`config.mk`:
```
export PLATFORM = sky130hd
export DESIGN_NAME = refc_assign_unit
export DESIGN_NICKNAME = d
export VERILOG_FILES = /design/src/rtl/refc_pkg.sv /design/src/rtl/refc_hdr_addr.sv /design/src/rtl/refc_hdr_inc.sv /design/src/rtl/refc_hdr_dec.sv /design/src/rtl/refc_ctrl.sv /design/src/rtl/refc_assign_unit.sv
export SDC_FILE = /design/constraint.sdc
export NUM_CORES = 1
export LEC_CHECK = 0
export BUFFER_PORTS_ARGS = -buffer_cell sky130_fd_sc_hd__buf_2
export CAP_MARGIN = 20
export CORE_AREA = 2 2 177 179
export DETAILED_ROUTE_END_ITERATION = 12
export DIE_AREA = 0 0 179 181
export GPL_TIMING_DRIVEN = 0
export REMOVE_ABC_BUFFERS = 1
export SKIP_LAST_GASP = 1
export SLEW_MARGIN = 20
export SYNTH_ARGS = -nofsm -noshare
export SYNTH_HDL_FRONTEND = slang
export SYNTH_SLANG_ARGS = --single-unit
```
`constraint.sdc`:
```
create_clock -name clk -period 2.72 [get_ports clk]
set_input_delay 0.136 -clock clk [delete_from_list [all_inputs] [get_ports clk]]
set_output_delay 0.136 -clock clk [all_outputs]
set_load 0.05 [all_outputs]
```
`src/rtl/refc_pkg.sv`:
```
package refc_pkg;

  localparam int HDR_W     = 16;
  localparam int ADDR_W    = 2 * HDR_W;
  localparam int TRAP_W    = 3;
  localparam int BIT_INTAB = 15;
  localparam int BIT_STACK = 14;
  localparam int CNT_LSB   = 1;
  localparam int CNT_W     = 6;
  localparam int BIT_OVF   = 0;

  localparam logic [TRAP_W-1:0] TRAP_NONE  = 3'd0;
  localparam logic [TRAP_W-1:0] TRAP_OVF   = 3'd1;
  localparam logic [TRAP_W-1:0] TRAP_OFF   = 3'd2;
  localparam logic [TRAP_W-1:0] TRAP_UNDER = 3'd3;
  localparam logic [TRAP_W-1:0] TRAP_BUG   = 3'd5;

  typedef enum logic [3:0] {
    S_IDLE, S_RD_NEW, S_RD_OLD, S_ZCT,
    S_WR_OLD, S_WR_NEW, S_WR_LO, S_WR_HI, S_DONE
  } refc_state_e;

  function automatic logic [CNT_W-1:0] cnt_of(input logic [HDR_W-1:0] h);
    return h[CNT_LSB +: CNT_W];
  endfunction

  function automatic logic [HDR_W-1:0] put_cnt(input logic [HDR_W-1:0] h,
                                               input logic [CNT_W-1:0] c);
    logic [HDR_W-1:0] r;
    r = h;
    r[CNT_LSB +: CNT_W] = c;
    return r;
  endfunction

endpackage

```
`src/rtl/refc_hdr_addr.sv`:
```
module refc_hdr_addr #(
  parameter int ADDR_W  = 32,
  parameter int HDR_OFS = 2
) (
  input  logic [ADDR_W-1:0] ref_i,
  output logic [ADDR_W-1:0] hdr_o
);
  // full-width subtraction: a borrow from the low half reaches the high half
  assign hdr_o = ref_i - ADDR_W'(HDR_OFS);
endmodule

```
`src/rtl/refc_hdr_inc.sv`:
```
module refc_hdr_inc
  import refc_pkg::*;
(
  input  logic [HDR_W-1:0] hdr_i,
  output logic [HDR_W-1:0] hdr_o,
  output logic             wrap_o
);
  logic [CNT_W-1:0] cnt_next;

  always_comb begin
    cnt_next = cnt_of(hdr_i) + CNT_W'(1);
    wrap_o   = (cnt_next == '0);
    hdr_o    = put_cnt(hdr_i, cnt_next);
    hdr_o[BIT_STACK] = 1'b0;
  end
endmodule

```
`src/rtl/refc_hdr_dec.sv`:
```
module refc_hdr_dec
  import refc_pkg::*;
(
  input  logic [HDR_W-1:0]  hdr_i,
  input  logic              mark_i,
  output logic [HDR_W-1:0]  hdr_o,
  output logic              under_o,
  output logic [TRAP_W-1:0] code_o,
  output logic              append_o
);
  logic [CNT_W-1:0] cnt_now;
  logic [CNT_W-1:0] cnt_next;

  always_comb begin
    cnt_now  = cnt_of(hdr_i);
    cnt_next = cnt_now - CNT_W'(1);
    under_o  = (cnt_now == '0);
    code_o   = hdr_i[BIT_OVF] ? TRAP_UNDER : TRAP_BUG;
    append_o = !under_o && (cnt_next == '0) && !hdr_i[BIT_OVF] && !hdr_i[BIT_INTAB];
    hdr_o    = put_cnt(hdr_i, cnt_next);
    hdr_o[BIT_STACK] = mark_i;
    if (append_o) hdr_o[BIT_INTAB] = 1'b1;
  end
endmodule

```
`src/rtl/refc_ctrl.sv`:
```
module refc_ctrl
  import refc_pkg::*;
(
  input  logic              clk,
  input  logic              rst_n,
  input  logic              enable_i,
  input  logic              start_i,
  input  logic [ADDR_W-1:0] slot_i,
  input  logic [ADDR_W-1:0] old_ref_i,
  input  logic [ADDR_W-1:0] new_ref_i,
  input  logic [ADDR_W-1:0] old_hdr_addr_i,
  input  logic [ADDR_W-1:0] new_hdr_addr_i,
  input  logic [HDR_W-1:0]  inc_hdr_i,
  input  logic              inc_wrap_i,
  input  logic [HDR_W-1:0]  dec_hdr_i,
  input  logic              dec_under_i,
  input  logic [TRAP_W-1:0] dec_code_i,
  input  logic              dec_append_i,
  input  logic              mem_rvalid_i,
  output logic [ADDR_W-1:0] old_ref_o,
  output logic [ADDR_W-1:0] new_ref_o,
  output logic              busy_o,
  output logic              done_o,
  output logic              trap_o,
  output logic [TRAP_W-1:0] trap_code_o,
  output logic              mem_req_o,
  output logic              mem_we_o,
  output logic [ADDR_W-1:0] mem_addr_o,
  output logic [HDR_W-1:0]  mem_wdata_o,
  output logic              zct_req_o,
  output logic [ADDR_W-1:0] zct_addr_o
);
  refc_state_e       st;
  logic [ADDR_W-1:0] slot_q, old_q, new_q;
  logic              old_null_q, new_null_q;
  logic [HDR_W-1:0]  old_hdr_q, new_hdr_q;
  logic [TRAP_W-1:0] trap_q;
  logic              wrote_q, app_q;
  logic              ev_write;

  always_ff @(posedge clk or negedge rst_n) begin
    if (!rst_n) begin
      st         <= S_IDLE;
      slot_q     <= '0;
      old_q      <= '0;
      new_q      <= '0;
      old_null_q <= 1'b1;
      new_null_q <= 1'b1;
      old_hdr_q  <= '0;
      new_hdr_q  <= '0;
      trap_q     <= TRAP_NONE;
      wrote_q    <= 1'b0;
      app_q      <= 1'b0;
    end else begin
      if (ev_write) wrote_q <= 1'b1;
      case (st)
        S_IDLE: if (start_i) begin
          slot_q     <= slot_i;
          old_q      <= old_ref_i;
          new_q      <= new_ref_i;
          old_null_q <= (old_ref_i == '0);
          new_null_q <= (new_ref_i == '0);
          trap_q     <= TRAP_NONE;
          wrote_q    <= 1'b0;
          app_q      <= 1'b0;
          if (!enable_i) begin
            trap_q <= TRAP_OFF;
            st     <= S_DONE;
          end else if (old_ref_i == new_ref_i) begin
            st <= S_DONE;
          end else if (new_ref_i != '0) begin
            st <= S_RD_NEW;
          end else begin
            st <= S_RD_OLD;
          end
        end
        S_RD_NEW: if (mem_rvalid_i) begin
          new_hdr_q <= inc_hdr_i;
          if (inc_wrap_i) begin
            trap_q <= TRAP_OVF;
            st     <= S_DONE;
          end else begin
            st <= old_null_q ? S_WR_NEW : S_RD_OLD;
          end
        end
        S_RD_OLD: if (mem_rvalid_i) begin
          old_hdr_q <= dec_hdr_i;
          app_q     <= dec_append_i;
          if (dec_under_i) begin
            trap_q <= dec_code_i;
            st     <= S_DONE;
          end else begin
            st <= dec_append_i ? S_ZCT : S_WR_OLD;
          end
        end
        S_ZCT:    st <= S_WR_OLD;
        S_WR_OLD: st <= new_null_q ? S_WR_LO : S_WR_NEW;
        S_WR_NEW: st <= S_WR_LO;
        S_WR_LO:  st <= S_WR_HI;
        S_WR_HI:  st <= S_DONE;
        default:  st <= S_IDLE;
      endcase
    end
  end

  always_comb begin
    mem_req_o   = 1'b0;
    mem_we_o    = 1'b0;
    mem_addr_o  = '0;
    mem_wdata_o = '0;
    case (st)
      S_RD_NEW: begin mem_req_o = 1'b1; mem_addr_o = new_hdr_addr_i; end
      S_RD_OLD: begin mem_req_o = 1'b1; mem_addr_o = old_hdr_addr_i; end
      S_WR_OLD: begin
        mem_req_o = 1'b1; mem_we_o = 1'b1;
        mem_addr_o = old_hdr_addr_i; mem_wdata_o = old_hdr_q;
      end
      S_WR_NEW: begin
        mem_req_o = 1'b1; mem_we_o = 1'b1;
        mem_addr_o = new_hdr_addr_i; mem_wdata_o = new_hdr_q;
      end
      S_WR_LO: begin
        mem_req_o = 1'b1; mem_we_o = 1'b1;
        mem_addr_o = slot_q; mem_wdata_o = new_q[HDR_W-1:0];
      end
      S_WR_HI: begin
        mem_req_o = 1'b1; mem_we_o = 1'b1;
        mem_addr_o = slot_q + ADDR_W'(1); mem_wdata_o = new_q[ADDR_W-1:HDR_W];
      end
      default: ;
    endcase
  end

  assign ev_write    = mem_req_o && mem_we_o;
  assign old_ref_o   = old_q;
  assign new_ref_o   = new_q;
  assign busy_o      = (st != S_IDLE);
  assign done_o      = (st == S_DONE);
  assign trap_code_o = done_o ? trap_q : TRAP_NONE;
  assign trap_o      = done_o && (trap_q != TRAP_NONE);
  assign zct_req_o   = (st == S_ZCT);
  assign zct_addr_o  = zct_req_o ? old_hdr_addr_i : '0;

  // a disabled request ends next cycle with code 2
  p_off_trap_r2: assert property (@(posedge clk) disable iff (!rst_n)
    (st == S_IDLE && start_i && !enable_i) |=> (done_o && trap_code_o == TRAP_OFF));

  // self-assignment finishes at once without trapping
  p_self_skip_r4: assert property (@(posedge clk) disable iff (!rst_n)
    (st == S_IDLE && start_i && enable_i && old_ref_i == new_ref_i) |=> (done_o && !trap_o && !mem_req_o));

  // a trapped operation has issued no write
  p_no_overflow_r3: assert property (@(posedge clk) disable iff (!rst_n)
    trap_o |-> !wrote_q);

  // the append request precedes the old header write
  p_zct_first_r9: assert property (@(posedge clk) disable iff (!rst_n)
    (st == S_WR_OLD && app_q) |-> $past(zct_req_o));

  // append and memory requests never overlap
  p_req_excl_r9: assert property (@(posedge clk) disable iff (!rst_n)
    !(zct_req_o && mem_req_o));

  // the new object's header never leaves with bit 14 set
  p_new_stack_r6: assert property (@(posedge clk) disable iff (!rst_n)
    (ev_write && st == S_WR_NEW) |-> !mem_wdata_o[BIT_STACK]);
endmodule

```
`src/rtl/refc_assign_unit.sv`:
```
module refc_assign_unit
  import refc_pkg::*;
#(
  parameter int HDR_OFS = 2
) (
  input  logic              clk,
  input  logic              rst_n,
  input  logic              enable_i,
  input  logic              mark_mode_i,
  input  logic              start_i,
  input  logic [ADDR_W-1:0] slot_addr_i,
  input  logic [ADDR_W-1:0] old_ref_i,
  input  logic [ADDR_W-1:0] new_ref_i,
  output logic              busy_o,
  output logic              done_o,
  output logic              trap_o,
  output logic [TRAP_W-1:0] trap_code_o,
  output logic              mem_req_o,
  output logic              mem_we_o,
  output logic [ADDR_W-1:0] mem_addr_o,
  output logic [HDR_W-1:0]  mem_wdata_o,
  input  logic              mem_rvalid_i,
  input  logic [HDR_W-1:0]  mem_rdata_i,
  output logic              zct_req_o,
  output logic [ADDR_W-1:0] zct_addr_o
);
  localparam int NSIDE = 2;  // index 0 = old object, 1 = new object

  logic [ADDR_W-1:0] side_ref  [NSIDE];
  logic [ADDR_W-1:0] side_hdr  [NSIDE];
  logic [HDR_W-1:0]  inc_hdr, dec_hdr;
  logic              inc_wrap, dec_under, dec_append;
  logic [TRAP_W-1:0] dec_code;

  for (genvar g = 0; g < NSIDE; g++) begin : g_addr
    refc_hdr_addr #(.ADDR_W(ADDR_W), .HDR_OFS(HDR_OFS)) u_addr (
      .ref_i (side_ref[g]),
      .hdr_o (side_hdr[g])
    );
  end

  refc_hdr_inc u_inc (
    .hdr_i  (mem_rdata_i),
    .hdr_o  (inc_hdr),
    .wrap_o (inc_wrap)
  );

  refc_hdr_dec u_dec (
    .hdr_i    (mem_rdata_i),
    .mark_i   (mark_mode_i),
    .hdr_o    (dec_hdr),
    .under_o  (dec_under),
    .code_o   (dec_code),
    .append_o (dec_append)
  );

  refc_ctrl u_ctrl (
    .clk            (clk),
    .rst_n          (rst_n),
    .enable_i       (enable_i),
    .start_i        (start_i),
    .slot_i         (slot_addr_i),
    .old_ref_i      (old_ref_i),
    .new_ref_i      (new_ref_i),
    .old_hdr_addr_i (side_hdr[0]),
    .new_hdr_addr_i (side_hdr[1]),
    .inc_hdr_i      (inc_hdr),
    .inc_wrap_i     (inc_wrap),
    .dec_hdr_i      (dec_hdr),
    .dec_under_i    (dec_under),
    .dec_code_i     (dec_code),
    .dec_append_i   (dec_append),
    .mem_rvalid_i   (mem_rvalid_i),
    .old_ref_o      (side_ref[0]),
    .new_ref_o      (side_ref[1]),
    .busy_o         (busy_o),
    .done_o         (done_o),
    .trap_o         (trap_o),
    .trap_code_o    (trap_code_o),
    .mem_req_o      (mem_req_o),
    .mem_we_o       (mem_we_o),
    .mem_addr_o     (mem_addr_o),
    .mem_wdata_o    (mem_wdata_o),
    .zct_req_o      (zct_req_o),
    .zct_addr_o     (zct_addr_o)
  );
endmodule

```
Word-level counts from Yosys, hierarchy flattened
Cells that the tools add are included.

word-level totals
  output and inout bits = 89
  flip-flop bits (word level) = 136

cells by class
  reduce and logical (&&, ||, !) cells = 26
  eq/ne operators = 14
  add/subtract/negate cells = 5
  multiplexer cells = 27

operators with widths
  cell                                                  number
  case mux 32 bit (4 select lines)                      1
  logical NOT 32 bit                                    2
  case mux 16 bit (4 select lines)                      1
  subtractor 32 x 2 -> 32 bit (second input constant)   2
  adder 32 x 1 -> 32 bit (second input constant)        1
  equality test 32 bit                                  1
  two-way mux 32 bit                                    1
  case mux 4 bit (8 select lines)                       1
  nonzero test 32 bit                                   1
  two-way mux 4 bit                                     7
  two-way mux 3 bit                                     9
  logical NOT 6 bit                                     3
  equality test 4 x 3 -> 1 bit (second input constant)  4
  != test 2 bit (second input constant)                 5
  case mux 3 bit (3 select lines)                       1
  equality test 4 x 2 -> 1 bit (second input constant)  2
  adder 6 x 1 -> 6 bit (second input constant)          1
  two-way mux 2 bit                                     3
  AND reduction 2 bit                                   3
  AND reduction 6 bit                                   1
  nonzero test 3 bit                                    2
  OR reduction 6 bit                                    1
  subtractor 6 x 1 -> 6 bit (second input constant)     1
  equality test 4 x 1 -> 1 bit (second input constant)  1
  other kinds (9)                                       17

Longest topological paths before layout
  depth after elaboration = 9
  mapped depth = 8
  depth with buffers taken out = 7

By module
A second synthesis with hierarchy kept.

second synthesis, totals
  cell total of the unflattened synthesis = 931
  area, all modules = 9605.5 sq um

modules (own cells, without submodules)
  module         times used  area each (sq um)  seq. area each (sq um)  cells an instance
  refc_ctrl      1           7890.1             3430.8                  696
  refc_hdr_addr  2           640.6              0.0                     88
  refc_hdr_dec   1           252.7              0.0                     34
  refc_hdr_inc   1           181.4              0.0                     25

Least setup slack after synthesis
No wires, ideal clock.

  path kind = register -> output
  start = register u_ctrl.new_q[3], in the netlist u_ctrl.new_ref_o[3]
  end = output port mem_addr_o[26]
  arrival = 2.767 ns
  path slack = -0.183 ns
  stages on the path, launching flop included = 9
  data required time = 2.584 ns
  cells stage by stage = dfrtp_1 -> buf_6 -> or4_1 -> clkbuf_2 -> or3_1 -> buf_2 -> nor4_1 -> xnor2_1 -> o221ai_1

between the ends
  cells in the longest elaborated chain, start to end = 2

ends and longest elaborated chain
  what                              RTL line                source
  start: declaration                refc_ctrl.sv:34         logic [ADDR_W-1:0] slot_q, old_q, new_q;
  start signal: assignment          refc_ctrl.sv:60         new_q <= new_ref_i;
  subtractor 32 x 2 -> 32 bit       refc_hdr_addr.sv:9      assign hdr_o = ref_i - ADDR_W'(HDR_OFS);
  case mux 32 bit (4 select lines)  refc_ctrl.sv:111        case (st)
  end: declaration                  refc_assign_unit.sv:20  output logic [ADDR_W-1:0] mem_addr_o,

Every way passes these cells.

Worst setup path in the final report
  start = register u_ctrl.new_q[9], in the netlist u_ctrl.new_ref_o[9]
  end = output port mem_addr_o[22]

Same word-level chain as after synthesis.

==> impl.org <==
** Global routing
- The number of antenna violations at the first check in global routing came to 8.
- met2 is the most crowded layer.
- The number of global-route vias before repair came to 8697.
- Global-route wire length before repair :: about 53000 um
- Aggregate global routing overflow :: 0
- For this run, the total global-route usage over all layers was measured as 0.2177.
- Entering global routing, the biggest net connects 81 pins.
- GR Layer Usage met1 :: 0.2857
- In the global route stage, met2 resource usage came out at 0.3506.
- In the global route stage, met3 resource usage came out at 0.03388.

** Clock network
- After clock tree synthesis, the clock-pin slew on the worst setup and hold paths is about 60 ps.
- CTS placed an instance of sky130_fd_sc_hd__clkbuf_16 at the clock tree root.
- Number of sinks on the clock net :: 136
- In this run, CTS created clock tree buffers numbering 17.
- # H-tree levels :: 4
- Worst-case clock buffer depth :: 2
- TritonCTS built the clock tree.
- For the worst-skew pair, the clock arrives at the later sink with an insertion delay of 430 ps.

** Placement
- The congestion estimate from routability-driven global placement came to 0.9424.
- The count of buffers added on input and output ports is approximately 210.
- After detailed placement, the design holds a cell count of roughly 1500.
- After legalization and detailed placement, the total HPWL measured around 26000 um.

** Timing
- Setup repair after global routing could not meet its margin everywhere.
- Measured against its own limit, the worst slew margin works out to 0.3929.
- Achievable frequency :: 0.3360 GHz
- Setup Skew :: about 6.9 ps
- Setup-violating endpoint count in the final report :: 14
- Final worst hold slack :: ~13 ps
- Period utilization :: 1.094
- The number of hold violations in the final report came to 0.
- Across all setup checks in the final design, the least slack found is -256.4 ps.
- Min Tclk post-route :: 2976 ps
- Total Negative Setup Slacks :: -1413 ps
- The number of pins with negative max-slew slack in the final report came to 0.
- Least-Margin Pin Slew :: between 900 and 1000 ps

** Synthesis
- Yosys mapped the design onto 59 distinct sky130hd cell types.
- In the synthesized netlist, the number of instances is 914.
- Flip-flop cell with the highest count after synthesis :: sky130_fd_sc_hd__dfrtp_1
- Async S/R FF share, synth :: 1.000
- Yosys mapped a number of flops with a built-in enable equal to 0.
- Sequential element share of the synthesized area :: 0.3765
- Warning count from the yosys run :: 0
- Synthesis inferred ~140 register bits.
- Netlist Area Pre-Place :: a little over 9000 um2
- The average instance in the mapped netlist occupies approximately 10 um2.

** Routing
- For this run, design rule violations remaining after detail routing come to 0.
- Number of vias in the routed layout :: 8901
- Using the TritonRoute via totals, the vias-per-cell ratio works out to ~5.5.
- ANT nets after route :: 0
- Violation count after the first detailed-routing iteration :: 738
- After detailed routing, the total wire length is 36070 um.
- The first detailed-routing pass ran for 6 iterations.
- After detailed routing, the average wire length per cell comes to roughly 22 um.

** Outcome
- Result of the run :: finished, violations left
- Failing checks :: negative setup slack

** Layout
- The layout has 2888 filler cells.
- Area occupied by registers :: between 3000 and 4000 um2
- In the final design database the tool counted roughly 1300 nets.
- Summing all multi-input logic gate instances after layout gives about 6000 um2.
- The area growth from synthesis to layout is 45.10%.
- Count of placed standard cells in the final layout, fillers left out :: 1626
- Once layout is complete, the utilization of the core stands at 0.4325.
- Layout cells sized above 1 :: 0.4280

** Floorplan
- Die width :: 179 um
- Core area :: approximately 30000 um2
- Area of the die :: 32400 um2
- Number of I/O pins :: ~210
- DIE HEIGHT :: about 180 um
- Initial standard-cell utilization of the core :: 0.2981
- Row count :: 64

** Critical path
- Traced cell by cell, the critical path runs through or4_4, or3_4, or4_4, xor2_2, o221ai_2, buf_6.
- Nature of the critical path endpoint :: output pin
- The cell family contributing the most delay on the critical path is simple AND/OR/NAND/NOR gates.
- Total buffers and inverters traversed by the critical path :: 1
- The worst setup path is of the register to output pin kind.
- Critical Path Start Type :: register
- In this design, the stage delay of the slowest critical-path cell is between 500 and 600 ps.
- Data on the critical path is required at its endpoint by approximately 2600 ps.
- The cell that appears most often on the critical path is sky130_fd_sc_hd__or4_4.
- Among all stages on the critical path, the largest delay is contributed by sky130_fd_sc_hd__or4_4.
- Largest fanout of any net on the critical path :: 5
- WP data arrival :: around 2800 ps

** Power and ir drop
- Internal power comes to 8226 uW.
- Standby leakage power :: 0.005181 uW
- In this run the power density over the cells is between 1000 and 1500 nW/um2.
- Share of total power in the clock network :: 0.166
- Comb power frac :: 0.540
- Switching fraction of total power :: 0.4759
- Summed over all nets, the switching power comes to roughly 7500 uW.
- VDD sags by at most just under 700 uV.
- Reg power frac :: 0.294

** Job
- Max-cap viol count :: 0

** Min path
- Min-Delay Path Class :: primary input to register
==> path summary, 6_finish.rpt <==
kind | slack (ps) | start | depth (start not counted) | end
worst min register to register | 480 | u_ctrl.old_hdr_q[4] | 2 | u_ctrl.old_hdr_q[4]
min in group asynchronous | 230 | rst_n | 2 | u_ctrl.old_hdr_q[5]
max in group asynchronous | 1700 | rst_n | 3 | u_ctrl.slot_q[11]
worst max-delay path | -260 | u_ctrl.new_ref_o[9] | 6 | mem_addr_o[22]
worst max register to register | 230 | u_ctrl.st[0] | 7 | u_ctrl.slot_q[16]
worst min-delay path | 10 | old_ref_i[6] | 2 | u_ctrl.old_ref_o[6]
==> power by group through the flow <==
stage	clock network, uW	registers [uW]	logic (uW)
after global placement	0	4490	6920
after CTS	2620	4510	8070
after floorplan	0	3970	5340
after global routing	2710	4750	8910
final	2600	4620	8480
after detailed placement	0	4490	7100
==> placed cells by master, fill, tap and decap left out, types with 7 or more instances in the layout <==
cell type | Yosys | final
sky130_fd_sc_hd__o21ai_1 | 24 | 20
sky130_fd_sc_hd__buf_6 | 1 | 18
sky130_fd_sc_hd__xor2_1 | 23 | 21
sky130_fd_sc_hd__nand4_1 | 23 | 23
sky130_fd_sc_hd__diode_2 | 0 | 8
sky130_fd_sc_hd__inv_1 | 15 | 12
sky130_fd_sc_hd__nor2_1 | 70 | 65
sky130_fd_sc_hd__dfrtp_2 | 0 | 22
sky130_fd_sc_hd__nand3_1 | 23 | 17
sky130_fd_sc_hd__o31a_1 | 8 | 8
sky130_fd_sc_hd__mux2_1 | 29 | 29
sky130_fd_sc_hd__mux2_2 | 89 | 89
sky130_fd_sc_hd__or4_4 | 1 | 7
sky130_fd_sc_hd__nor4_2 | 0 | 13
sky130_fd_sc_hd__dfrtp_1 | 134 | 110
sky130_fd_sc_hd__nor4_1 | 51 | 30
sky130_fd_sc_hd__buf_4 | 0 | 65
sky130_fd_sc_hd__nand2_1 | 58 | 53
sky130_fd_sc_hd__dlygate4sd3_1 | 0 | 72
sky130_fd_sc_hd__clkbuf_16 | 0 | 17
sky130_fd_sc_hd__mux4_2 | 15 | 15
sky130_fd_sc_hd__o221ai_2 | 1 | 14
sky130_fd_sc_hd__nor3_1 | 33 | 25
sky130_fd_sc_hd__buf_2 | 1 | 169
sky130_fd_sc_hd__o221ai_1 | 28 | 15
sky130_fd_sc_hd__a21oi_1 | 13 | 13
sky130_fd_sc_hd__xnor2_1 | 90 | 85
sky130_fd_sc_hd__nor4_4 | 0 | 8
sky130_fd_sc_hd__and2_1 | 19 | 19
==> Yosys cell counts (all sizes together) (29+ instances only) <==
| cell type | number | share of area |
|---|---|---|
| dfrtp | 134 | 0.37 |
| mux2 | 118 | 0.15 |
| xnor2 | 90 | 0.087 |
| nor2 | 70 | 0.029 |
| nand2 | 58 | 0.024 |
| clkbuf | 52 | 0.022 |
| nor4 | 51 | 0.035 |
| nor3 | 33 | 0.018 |
| o21ai | 30 | 0.017 |
| o221ai | 29 | 0.029 |
==> sequential cells by signal, summed over array words and instances (netlist names) <==
register and flops:
u_ctrl.st 4, u_ctrl.new_hdr_q 15, u_ctrl.new_null_q 1, u_ctrl.trap_q 3, u_ctrl.old_ref_o 32, u_ctrl.old_null_q 1, u_ctrl.old_hdr_q 16, u_ctrl.slot_q 32
u_ctrl.new_ref_o 32
==> metal layers <==
metal / vias to the layer above / wire length [um]
li1: 3996 / -
met1: 4427 / 15430
met2: 410 / 17150
met3: 68 / 2231
met4: 0 / 1256
met5: - / 0
==> final cells by class <==
| type | count | share of cell area |
|---|---|---|
| multi-input combinational | 707 | 0.4596 |
| inverter | 15 | 0.004575 |
| sequential | 136 | 0.2621 |
| clock buffer | 19 | 0.03451 |
| tap | 396 | 0.03775 |
| clock inverter | 12 | 0.01516 |
| antenna | 8 | 0.001525 |
| timing repair buffer | 333 | 0.1847 |
==> worst register-to-register path, delay by kind of cell (launching register included) <==
family        cells  cell delay [ps]
buf+inv           3              720
flops             1              590
mux               1              370
simple gates      3              690
==> metrics by stage <==
step                      worst slack [ps]  area [um2]  power (uW)
after floorplan                      -1579        8822        9308
after global placement               -3288       10340       11410
after detailed placement            -539.2       10500       11590
after CTS                           -260.1       12660       15190
after global routing                -310.6       13130       16360
final                               -256.4       13130       15700
==> cell families after synthesis <==
| logic type | count (synthesis) | share of synthesized area |
|---|---|---|
| AOI/OAI and AO/OA | 116 | 0.09129 |
| xor gates and xnor gates | 113 | 0.1094 |
| adders and majority gates | 7 | 0.009681 |
| buffers and inverters | 72 | 0.03098 |
| DFF | 136 | 0.3765 |
| muxes | 135 | 0.1864 |
| and+or+nand+nor | 335 | 0.1957 |
==> timing repair <==
action	4_1_cts	5_1_grt
hold buffers	72	0
gates cloned	1	0
resized for setup	126	71
hold endpoints to repair	134	0
endpoints found under the setup margin	65	94
buffers inserted	30	21
pin swaps	25	21
(Power assumes the default switching activity.)
